==> src/rtl/ep_stall_pkg.sv <==
package ep_stall_pkg;
  typedef enum logic {
    REG_STALL = 1'b0,
    REG_DMA   = 1'b1
  } reg_sel_e;
endpackage

==> src/rtl/ep_stall_bits.sv <==
module ep_stall_bits #(
  parameter int NUM_EP = 4
) (
  input  logic              clk,
  input  logic              rst_n,
  input  logic              wr_en,
  input  logic [NUM_EP-1:0] wr_bits,
  input  logic              setup_rx,
  input  logic              setup_pend,
  output logic [NUM_EP-1:0] stall_q
);
  for (genvar i = 0; i < NUM_EP; i++) begin : g_bit
    if (i == 0) begin : g_ctl
      // control endpoint: hardware clear first, pending flag blocks a set
      always_ff @(posedge clk or negedge rst_n) begin
        if (!rst_n)
          stall_q[i] <= 1'b0;
        else if (setup_rx)
          stall_q[i] <= 1'b0;
        else if (wr_en && !(setup_pend && wr_bits[i]))
          stall_q[i] <= wr_bits[i];
      end
    end else begin : g_data
      always_ff @(posedge clk or negedge rst_n) begin
        if (!rst_n)
          stall_q[i] <= 1'b0;
        else if (wr_en)
          stall_q[i] <= wr_bits[i];
      end
    end
  end
endmodule

==> src/rtl/ep_stall_sample.sv <==
module ep_stall_sample #(
  parameter int NUM_EP = 4,
  parameter int IDX_W  = 2
) (
  input  logic              clk,
  input  logic              rst_n,
  input  logic              xact_start,
  input  logic [IDX_W-1:0]  xact_ep,
  input  logic [NUM_EP-1:0] stall_q,
  output logic [NUM_EP-1:0] ep_stall
);
  for (genvar i = 0; i < NUM_EP; i++) begin : g_ep
    logic hit;
    assign hit = xact_start && (xact_ep == IDX_W'(i));
    always_ff @(posedge clk or negedge rst_n) begin
      if (!rst_n)
        ep_stall[i] <= 1'b0;
      else if (hit)
        ep_stall[i] <= stall_q[i];
    end
  end
endmodule

==> src/rtl/ep_dma_ctrl.sv <==
module ep_dma_ctrl #(
  parameter int NUM_DMA = 2
) (
  input  logic               clk,
  input  logic               rst_n,
  input  logic               wr_en,
  input  logic [NUM_DMA-1:0] wr_bits,
  output logic [NUM_DMA-1:0] dma_en
);
  always_ff @(posedge clk or negedge rst_n) begin
    if (!rst_n)
      dma_en <= '0;
    else if (wr_en)
      dma_en <= wr_bits;
  end
endmodule

==> src/rtl/usb_ep_stall_reg.sv <==
module usb_ep_stall_reg #(
  parameter int NUM_EP  = 4,
  parameter int NUM_DMA = 2,
  parameter int DATA_W  = 8,
  localparam int IDX_W  = (NUM_EP > 1) ? $clog2(NUM_EP) : 1
) (
  input  logic              clk,
  input  logic              rst_n,
  input  logic              bus_sel,
  input  logic              bus_we,
  input  logic              bus_addr,
  input  logic [DATA_W-1:0] bus_wdata,
  output logic [DATA_W-1:0] bus_rdata,
  input  logic              setup_rx,
  input  logic              setup_pend,
  input  logic              xact_start,
  input  logic [IDX_W-1:0]  xact_ep,
  output logic [NUM_EP-1:0] ep_stall,
  output logic [NUM_DMA-1:0] dma_en
);
  import ep_stall_pkg::*;

  logic [NUM_EP-1:0] stall_q;
  logic              wr_stall;
  logic              wr_dma;
  logic              wdata_unused;

  assign wr_stall     = bus_sel && bus_we && (bus_addr == REG_STALL);
  assign wr_dma       = bus_sel && bus_we && (bus_addr == REG_DMA);
  assign wdata_unused = ^bus_wdata[DATA_W-1:NUM_EP];

  ep_stall_bits #(.NUM_EP(NUM_EP)) u_bits (
    .clk        (clk),
    .rst_n      (rst_n),
    .wr_en      (wr_stall),
    .wr_bits    (bus_wdata[NUM_EP-1:0]),
    .setup_rx   (setup_rx),
    .setup_pend (setup_pend),
    .stall_q    (stall_q)
  );

  ep_stall_sample #(.NUM_EP(NUM_EP), .IDX_W(IDX_W)) u_sample (
    .clk        (clk),
    .rst_n      (rst_n),
    .xact_start (xact_start),
    .xact_ep    (xact_ep),
    .stall_q    (stall_q),
    .ep_stall   (ep_stall)
  );

  ep_dma_ctrl #(.NUM_DMA(NUM_DMA)) u_dma (
    .clk     (clk),
    .rst_n   (rst_n),
    .wr_en   (wr_dma),
    .wr_bits (bus_wdata[NUM_DMA-1:0]),
    .dma_en  (dma_en)
  );

  always_comb begin
    bus_rdata = '0;
    if (bus_sel) begin
      if (bus_addr == REG_STALL)
        bus_rdata[NUM_EP-1:0] = stall_q;
      else
        bus_rdata[NUM_DMA-1:0] = dma_en;
    end
  end
endmodule

==> config.mk <==
export PLATFORM = sky130hd
export DESIGN_NAME = usb_ep_stall_reg
export DESIGN_NICKNAME = d
export VERILOG_FILES = /design/src/rtl/ep_stall_pkg.sv /design/src/rtl/ep_stall_bits.sv /design/src/rtl/ep_stall_sample.sv /design/src/rtl/ep_dma_ctrl.sv /design/src/rtl/usb_ep_stall_reg.sv
export SDC_FILE = /design/constraint.sdc
export NUM_CORES = 1
export LEC_CHECK = 0
export ABC_CLOCK_PERIOD_IN_PS = 1500
export BUFFER_PORTS_ARGS = -buffer_cell sky130_fd_sc_hd__buf_2
export CELL_PAD_IN_SITES_DETAIL_PLACEMENT = 0
export CELL_PAD_IN_SITES_GLOBAL_PLACEMENT = 1
export CORE_MARGIN = 2
export CORE_UTILIZATION = 32
export CTS_BUF_LIST = sky130_fd_sc_hd__clkbuf_16
export DETAILED_ROUTE_END_ITERATION = 8
export PLACE_DENSITY = 0.78
export SLEW_MARGIN = 20
export SYNTH_ARGS = -nofsm -noshare
export SYNTH_HDL_FRONTEND = slang
export SYNTH_SLANG_ARGS = --single-unit
==> constraint.sdc <==
create_clock -name clk -period 1.5 [get_ports clk]
set_input_delay 0.3 -clock clk [delete_from_list [all_inputs] [get_ports clk]]
set_output_delay 0.3 -clock clk [all_outputs]
set_load 0.1 [all_outputs]
==> flow_summary.json, run 1 <==
{
  "status": "finished, final reports clean",
  "drive_gt1_share_pct": 65.15,
  "drv_cap": 0,
  "grt_max_degree": 11,
  "dieArea_um2": 2012,
  "worst-setup-path-type": "reg2out",
  "synth_area_um2": 534.3,
  "synth_cell_types": 17,
  "rows": 14,
  "cts_setup_buffers": 0,
  "ctsLongestPathBuffers": 2,
  "io_buffers": 23,
  "dpl.cell_count": 77,
  "grt-ovfl-total": 0,
  "antenna-diode-count": 0,
  "fp.dieW_um": 44.86,
  "cts_sinks": 10,
  "post-route-period-util_pct": 96.98,
  "start_util_pct": 34.66,
  "multi_input_area_um2": 292.8,
  "track_usage_pct": 10.03,
  "grt_pass1_vias": 363,
  "fp.dieH_um": 44.86,
  "ioPinCount": 32,
  "synth_seq_area_share_pct": 46.84,
  "drc": 0,
  "irDropWorstVdd_v": 0.0008268,
  "final_nets": 85,
  "cp-start-kind": "register",
  "regArea_um2": 257.7,
  "root_buffer": "clkbuf_16",
  "fin_cells": 82,
  "grt_antenna_before_repair": 0,
  "p_per_area_nw_per_um2": 1727,
  "setup_violations": 0,
  "synth_warnings": 0,
  "cp.arrival_ns": 1.15,
  "wl_per_cell_um": 11.20,
  "tritoncts": "done",
  "vias": 387,
  "fmax_mhz": 687.4,
  "firstDrtPassIters": 4,
  "power_leakage_nw": 0.4156,
  "ant_nets": 0,
  "drt-total-wl_um": 918,
  "synth_seq_cells": 10,
  "cp-end-kind": "output port",
  "min_path_type": "in2reg",
  "htree_levels": 1,
  "hold_viol": 0,
  "fin_crit_ns": 1.455,
  "drv_slew": 0,
  "path_clk_slew_ns": 0.04,
  "synth.avg_cell_area_um2": 13.70,
  "syn_to_final_growth_pct": 56.91,
  "clk-insertion-delay-late_ns": 0.23,
  "cts_buffers": 3,
  "rsz0062_at_grt": "false",
  "cp_data_required_time_ns": 1.20,
  "cp_max_fo": 3,
  "synth_cells": 39,
  "fin_skew_ns": 0.0003047,
  "hold_ws_ns": 0.2970,
  "dp_hpwl_um": 733.6,
  "vias_per_cell": 4.720,
  "core_um2": 1541,
  "grt_pass1_wl_um": 1462,
  "fillers": 140,
  "drtIter0Drc": 3,
  "globalplace.congestion": 0.7321
}
[where the power goes]
part | total (mW) | internal [mW] | switching (mW)
Clock | 0.462 | 0.348 | 0.114
Sequential | 0.368 | 0.332 | 0.0359
Combinational | 0.618 | 0.151 | 0.467
[repair_timing]
action                                  in CTS  in global routing
endpoints found under the hold margin       10                  0
endpoints found under the setup margin       0                  1
hold buffers                                 1                  0
gates resized for setup                      0                  1
[cell type report]
cell class	instances	area share, %
tap	16	2.388
timing repair buffer	24	22.09
clock buffer	3	8.955
sequential	10	30.75
clock inverter	1	0.4478
multi-input combinational	27	34.93
inverter	1	0.4478
[metrics by stage]
step	setup WS, ns	setup TNS, ns	instance area (µm²)	power (mW)	utilization (%)
3_5_place_dp	0.2082	0	740.7	0.9857	48.05
2_1_floorplan	-0.05462	-0.1092	575.6	0.8618	-
4_1_cts	0.03039	0	829.5	1.458	53.81
6_report	0.04533	0	838.3	1.448	54.38
5_1_grt	0.008074	0	838.3	1.503	54.38
3_3_place_gp	0.2016	0	740.7	0.9809	48.05
[flip-flops by register name (all words and copies together) (netlist names)]
name / count
u_bits.stall_q: 4
u_dma.dma_en: 2
u_sample.ep_stall: 4
[worst max-delay path: stages, from the launching register on]
cell and delay, ns:
dfrtp_4 0.47, mux2i_2 0.22, nor2b_4 0.07, buf_12 0.16
[kinds of logic after synthesis]
| kind of cell | after synthesis | synth area share [%] |
|---|---|---|
| flops | 10 | 46.84 |
| mux | 11 | 24.82 |
| buf+inv | 5 | 6.323 |
| simple gates | 11 | 19.20 |
| other cells | 1 | 0.7019 |
| compound gates | 1 | 2.108 |
[cells in the mapped netlist]
library cell	number	area, µm²
dfrtp_1	10	250.2
buf_4	4	30.03
mux2_2	4	45.04
mux2_4	3	45.04
and3b_2	2	20.02
mux2_1	2	22.52
mux2i_1	2	20.02
nand3b_1	2	15.01
nor2b_1	2	12.51
and4bb_1	1	12.51
conb_1	1	3.750
inv_1	1	3.750
nand3_1	1	5.000
nand3_2	1	10.01
nand3b_4	1	20.02
nor3b_1	1	7.510
o221a_1	1	11.26
[layer usage]
| layer | vias up | GRT usage (%) | share of wire [%] |
|---|---|---|---|
| met1 | 179 | 13.60 | 45 |
| li1 | 188 | - | - |
| met3 | 0 | 2.400 | 9.5 |
| met2 | 20 | 14.78 | 45 |
| met4 | 0 | 5.294 | 0 |
| met5 | - | 0 | 0 |
[layout by cell type, fill, tap and decap left out]
master,synthesis,layout
mux2_2,4,4
nor3b_1,1,1
clkinv_1,0,1
o221a_1,1,1
nor2b_4,0,2
and4bb_1,1,1
dlygate4sd3_1,0,1
nand3_2,1,1
mux2_1,2,2
dfrtp_1,10,8
dfrtp_4,0,2
nand3_1,1,1
nand3b_1,2,2
nand3b_4,1,1
mux2i_4,0,1
mux2i_2,0,1
clkbuf_16,0,3
mux2_4,3,3
and3b_2,2,2
buf_12,0,4
inv_1,1,1
buf_2,0,19
conb_1,1,4
[path summary, 6_finish.rpt]
check | from | to | slack [ns] | cells past startpoint
worst max-delay path | u_dma.dma_en[1] | bus_rdata[1] | 0.05 | 3
worst min-delay path | bus_wdata[1] | u_dma.dma_en[1] | 0.30 | 2
worst max register to register | u_dma.dma_en[0] | u_dma.dma_en[0] | 0.60 | 1
worst min register to register | u_sample.ep_stall[2] | u_sample.ep_stall[2] | 0.49 | 1
max in group asynchronous | rst_n | u_dma.dma_en[1] | 0.84 | 2
min in group asynchronous | rst_n | u_sample.ep_stall[2] | 0.45 | 2
Note: power is estimated with default switching activity, not from simulation.
==> run 2, diff against run 1 <==
--- a/config.mk
+++ b/config.mk
@@ -5,15 +5,17 @@
 export SDC_FILE = /design/constraint.sdc
 export NUM_CORES = 1
 export LEC_CHECK = 0
+export ABC_AREA = 1
 export ABC_CLOCK_PERIOD_IN_PS = 1500
 export BUFFER_PORTS_ARGS = -buffer_cell sky130_fd_sc_hd__buf_2
 export CELL_PAD_IN_SITES_DETAIL_PLACEMENT = 0
 export CELL_PAD_IN_SITES_GLOBAL_PLACEMENT = 1
 export CORE_MARGIN = 2
-export CORE_UTILIZATION = 32
+export CORE_UTILIZATION = 28
 export CTS_BUF_LIST = sky130_fd_sc_hd__clkbuf_16
 export DETAILED_ROUTE_END_ITERATION = 8
-export PLACE_DENSITY = 0.78
+export PLACE_DENSITY = 0.77
+export RECOVER_POWER = 50
 export SLEW_MARGIN = 20
 export SYNTH_ARGS = -nofsm -noshare
 export SYNTH_HDL_FRONTEND = slang
==> run 2 against run 1 <==
Net effect:
- via count up 21%
- combinational power is 24% lower
- largest power group unchanged
- highest routed layer is now met4
- cell count increased by 29%
- critical path depth rose by 2
- flip-flop and latch count unchanged
==> flow_summary.json, run 2 <==
{
  "cts_sinks": 10,
  "synth_area_leader_cell": "dfrtp_1",
  "dp_hpwl_um": 852.9,
  "fin_cells": 106,
  "drv_slew": 0,
  "htree_levels": 1,
  "rsz0062_at_grt": "false",
  "final_common_cell": "buf_2",
  "maxSlewHeadroom_pct": 64.16,
  "hold_ws_ns": 0.2829,
  "grt_max_degree": 11,
  "path_clk_slew_ns": 0.04,
  "globalplace.congestion": 0.6266,
  "min_path_type": "in2reg",
  "drc": 0,
  "place_ws_ns": 0.1619,
  "ys_top_cells_by_area": "dfrtp_1 (50%), o21ai_0 (11%), nand2_1 (9.8%)",
  "drv_cap": 0,
  "fin_util_pct": 45.56,
  "grt_pass1_vias": 449,
  "fillers": 176,
  "p_per_area_nw_per_um2": 1652,
  "cp.arrival_ns": 1.03,
  "cp_data_required_time_ns": 1.20,
  "regArea_um2": 252.7,
  "synth_seq_cells": 10,
  "ctsLongestPathBuffers": 2,
  "grt_pass1_wl_um": 1718,
  "synth_cell_types": 11,
  "synth_top_area_share_pct": 50.38,
  "fp.dieH_um": 46.12,
  "hold_viol": 0,
  "syn_to_final_growth_pct": 54.91,
  "drtIter0Drc": 3,
  "multi_input_area_um2": 195.2,
  "grt-ovfl-total": 0,
  "post-route-period-util_pct": 88.71,
  "ant_nets": 0,
  "start_util_pct": 29.41,
  "layout_setup_ws_ns": 0.1693,
  "io_buffers": 23,
  "core_um2": 1689,
  "cp_max_fo": 5,
  "tns_ns": 0,
  "reg_top3": "u_bits.stall_q x4, u_sample.ep_stall x4, u_dma.dma_en x2",
  "clk-insertion-delay-late_ns": 0.23,
  "cp-end-kind": "output port",
  "dpl.cell_count": 101,
  "async_flop_share_pct": 100.0,
  "synth_edf_count": 0,
  "cp-start-kind": "primary input",
  "wl_per_cell_um": 10.04,
  "synth_area_um2": 496.7,
  "power_mw": 1.271,
  "layout_common_cells": "buf_2 (18), nand2_1 (13), inv_1 (11), o21ai_0 (9)",
  "tritoncts": "done",
  "vias_per_cell": 4.406,
  "fmax_mhz": 751.5,
  "root_buffer": "clkbuf_16",
  "synth_seq_area_share_pct": 50.38,
  "fp.dieW_um": 46.12,
  "power_leakage_nw": 0.4024,
  "dieArea_um2": 2127,
  "rows": 15,
  "stdcell_area_um2": 769.5,
  "grt_antenna_before_repair": 0,
  "synth_common_cells": "nand2_1 (13), o21ai_0 (11), dfrtp_1 (10), inv_1 (10), nand3_1 (8)",
  "worst_pin_slew_ns": 0.5376,
  "ioPinCount": 32,
  "synth_cells": 62,
  "fin_skew_ns": 0.005399,
  "firstDrtPassIters": 4,
  "cts_setup_buffers": 0,
  "yosysMostFrequentCell": "nand2_1",
  "cts_buffers": 3,
  "synth-main-ff-cell": "dfrtp_1",
  "worst-setup-path-type": "in2out",
  "synth.avg_cell_area_um2": 8.012,
  "drive_gt1_share_pct": 35.96,
  "drt-total-wl_um": 1064,
  "antenna-diode-count": 0,
  "track_usage_pct": 11.69,
  "irDropWorstVdd_v": 0.0004640,
  "final_nets": 108,
  "vias": 467,
  "fin_crit_ns": 1.331,
  "post_dp_cell_area_um2": 689.4,
  "status": "finished, final reports clean",
  "synth_warnings": 0,
  "setup_violations": 0
}
[run 2: changes by cell type after synthesis, moves of 3 or more]
| cell | previous run | this run |
|---|---|---|
| mux2_2 | 4 | 0 |
| mux2_4 | 3 | 0 |
| inv_1 | 1 | 10 |
| nand2_1 | 0 | 13 |
| o21ai_0 | 0 | 11 |
| nand3_1 | 1 | 8 |
[run 2: timing repair]
action | 4_1_cts | 5_1_grt
gates resized for setup | 0 | 0
hold buffers | 1 | 0
hold endpoints to repair | 10 | 0
[run 2: critical path, cell delays in order]
cell	delay [ns]
buf_2	0.13
inv_1	0.05
nand2_1	0.14
o21ai_2	0.21
buf_12	0.20
[run 2: logic make-up (layout without fill, tap and decap cells)]
| family | Yosys count | after routing | share of synthesized area (%) |
|---|---|---|---|
| compound gates | 11 | 11 | 11.08 |
| buf+inv | 14 | 38 | 13.60 |
| flops | 10 | 10 | 50.38 |
| other cells | 1 | 4 | 0.7549 |
| simple gates | 26 | 26 | 24.18 |
[run 2: layout make-up]
cell class	count	area share, %
clock buffers	3	9.756
clock inverters	1	0.4878
inverters	10	4.878
multi-input cells	41	25.37
flip-flops and latches	10	32.85
well taps	17	2.764
repair buffers	24	23.90
[run 2: final timing paths]
kind                                       from                   end  slack [ns]  cells past startpoint
setup / recovery                       bus_addr          bus_rdata[0]        0.17                      5
hold reg to reg            u_sample.ep_stall[2]  u_sample.ep_stall[2]        0.47                      2
setup reg to reg              u_bits.stall_q[3]     u_bits.stall_q[3]        0.81                      2
hold / removal                     bus_wdata[2]     u_bits.stall_q[2]        0.28                      3
max in group asynchronous                 rst_n       u_dma.dma_en[0]        0.56                      2
min in group asynchronous                 rst_n  u_sample.ep_stall[1]        0.56                      2
[run 2: layer usage]
metal / part of all wire (%) / GRT usage [%] / up-vias
met5: 0 / 0 / -
met4: 2.3 / 10.29 / 0
met3: 4.4 / 1.176 / 2
met2: 52 / 21.11 / 18
met1: 41 / 11.57 / 204
li1: - / - / 243
[run 2: report_power, final]
part	internal [mW]	leakage, nW	switching (mW)
clock	0.349	0.0423	0.119
combinational	0.0874	0.235	0.383
sequential	0.314	0.125	0.0186
==> run 3, diff against run 2 <==
--- a/config.mk
+++ b/config.mk
@@ -8,13 +8,11 @@
 export ABC_AREA = 1
 export ABC_CLOCK_PERIOD_IN_PS = 1500
 export BUFFER_PORTS_ARGS = -buffer_cell sky130_fd_sc_hd__buf_2
-export CELL_PAD_IN_SITES_DETAIL_PLACEMENT = 0
-export CELL_PAD_IN_SITES_GLOBAL_PLACEMENT = 1
-export CORE_MARGIN = 2
-export CORE_UTILIZATION = 28
+export CORE_AREA = 2 2 39 41
 export CTS_BUF_LIST = sky130_fd_sc_hd__clkbuf_16
 export DETAILED_ROUTE_END_ITERATION = 8
-export PLACE_DENSITY = 0.77
+export DIE_AREA = 0 0 41 43
+export PLACE_DENSITY = 0.71
 export RECOVER_POWER = 50
 export SLEW_MARGIN = 20
 export SYNTH_ARGS = -nofsm -noshare
==> run 3 against run 2 <==
Net effect:
- cell count shrank 0.94%
- via count grew 3.6%
- routed wire length is essentially flat
- clock power is 1% higher
- setup slack got worse by 0.0089 ns
- critical path type is now reg2out
- highest routed layer unchanged
==> flow_summary.json, run 3 (synthesis results as in run 2) <==
{
  "status": "finished, final reports clean",
  "irDropWorstVdd_v": 0.0007695,
  "cts_hold_buf": 1,
  "power_leakage_nw": 0.4024,
  "io_buffers": 23,
  "globalplace.congestion": 0.7411,
  "drc": 0,
  "maxSlewHeadroom_pct": 65.64,
  "hold_ws_ns": 0.2818,
  "ctsLongestPathBuffers": 2,
  "dp_hpwl_um": 788.5,
  "cts_sinks": 10,
  "dieArea_um2": 1763,
  "drtIter0Drc": 10,
  "drv_cap": 0,
  "tritoncts": "done",
  "cts_setup_buffers": 0,
  "core_um2": 1384,
  "layout_common_cells": "buf_2 (18), nand2_1 (13), inv_1 (11), o21ai_0 (9)",
  "antenna-diode-count": 0,
  "ioPinCount": 32,
  "ant_nets": 0,
  "cp-start-kind": "register",
  "grt_antenna_before_repair": 0,
  "syn_to_final_growth_pct": 54.66,
  "p_per_area_nw_per_um2": 1666,
  "cts_resized": 0,
  "grt_max_degree": 11,
  "fillers": 125,
  "track_usage_pct": 14.01,
  "rsz0062_at_grt": "false",
  "fin_crit_ns": 1.340,
  "rows": 14,
  "regArea_um2": 252.7,
  "drive_gt1_share_pct": 35.96,
  "post_dp_cell_area_um2": 688.2,
  "wl_per_cell_um": 10.14,
  "drv_slew": 0,
  "grt-ovfl-total": 0,
  "final_nets": 108,
  "reg_top3": "u_bits.stall_q x4, u_sample.ep_stall x4, u_dma.dma_en x2",
  "setup_violations": 0,
  "htree_levels": 1,
  "cp-end-kind": "output port",
  "fp.dieH_um": 43,
  "start_util_pct": 35.90,
  "hold_viol": 0,
  "rr_worst_depth": 2,
  "clk-insertion-delay-late_ns": 0.24,
  "worst_pin_slew_ns": 0.5154,
  "cp_max_fo": 2,
  "grt_pass1_wl_um": 1614,
  "path_clk_slew_ns": 0.04,
  "cp_data_required_time_ns": 1.20,
  "final_common_cell": "buf_2",
  "firstDrtPassIters": 4,
  "power_mw": 1.280,
  "stdcell_area_um2": 768.2,
  "min_path_type": "in2reg",
  "root_buffer": "clkbuf_16",
  "multi_input_area_um2": 195.2,
  "vias_per_cell": 4.610,
  "cp.arrival_ns": 1.04,
  "fin_skew_ns": 0.003417,
  "hold_path_depth": 3,
  "cts_buffers": 3,
  "post-route-period-util_pct": 89.31,
  "grt_pass1_vias": 416,
  "fp.dieW_um": 41,
  "fmax_mhz": 746.5,
  "vias": 484,
  "worst-setup-path-type": "reg2out",
  "drt-total-wl_um": 1065
}
==> run 3: cell counts in the layout (fill, tap and decap cells not counted) <==
Identical to the previous run, type by type.
==> run 3: stage by stage <==
stage               util, %  worst slack (ns)  instances  TNS (ns)
finish                55.52            0.1604        105         0
global placement      49.73            0.1675        100         0
floorplan                 -          -0.08743         65   -0.2903
global route          55.52            0.1222        105         0
CTS                   56.15            0.1435        105         0
detailed placement    49.73            0.1545        100         0
==> run 3: critical path, cell delays in order (launching register included) <==
cell	delay (ns)
dfrtp_1	0.34
inv_1	0.07
o21ai_2	0.19
buf_12	0.20
==> run 3: path summary, 6_finish.rpt <==
check	startpoint	end	slack [ns]
max	u_bits.stall_q[0]	bus_rdata[0]	0.16
min	bus_wdata[3]	u_bits.stall_q[3]	0.28
min in group asynchronous	rst_n	u_sample.ep_stall[1]	0.55
min reg2reg	u_sample.ep_stall[3]	u_sample.ep_stall[3]	0.49
max in group asynchronous	rst_n	u_dma.dma_en[1]	0.58
max reg2reg	u_bits.stall_q[2]	u_sample.ep_stall[2]	0.79
==> run 3: power breakdown <==
group / internal (mW) / switching (mW) / total (mW)
clock network: 0.349 / 0.125 / 0.474
logic: 0.0874 / 0.385 / 0.472
registers: 0.314 / 0.0200 / 0.334
total: 0.751 / 0.529 / 1.28
==> run 3: routing by layer <==
| metal | part of all wire (%) | track usage, % |
|---|---|---|
| met1 | 42 | 18.43 |
| met2 | 47 | 20.31 |
| met3 | 8.9 | 4.712 |
| met5 | 0 | 0 |
| met4 | 1.6 | 6.000 |
==> run 3: area by class of cell <==
type / instances / share of cell area [%]
tap: 16 / 2.606
clock buffer: 3 / 9.772
timing repair buffer: 24 / 23.94
clock inverter: 1 / 0.4886
inverter: 10 / 4.886
multi-input combinational: 41 / 25.41
sequential: 10 / 32.90
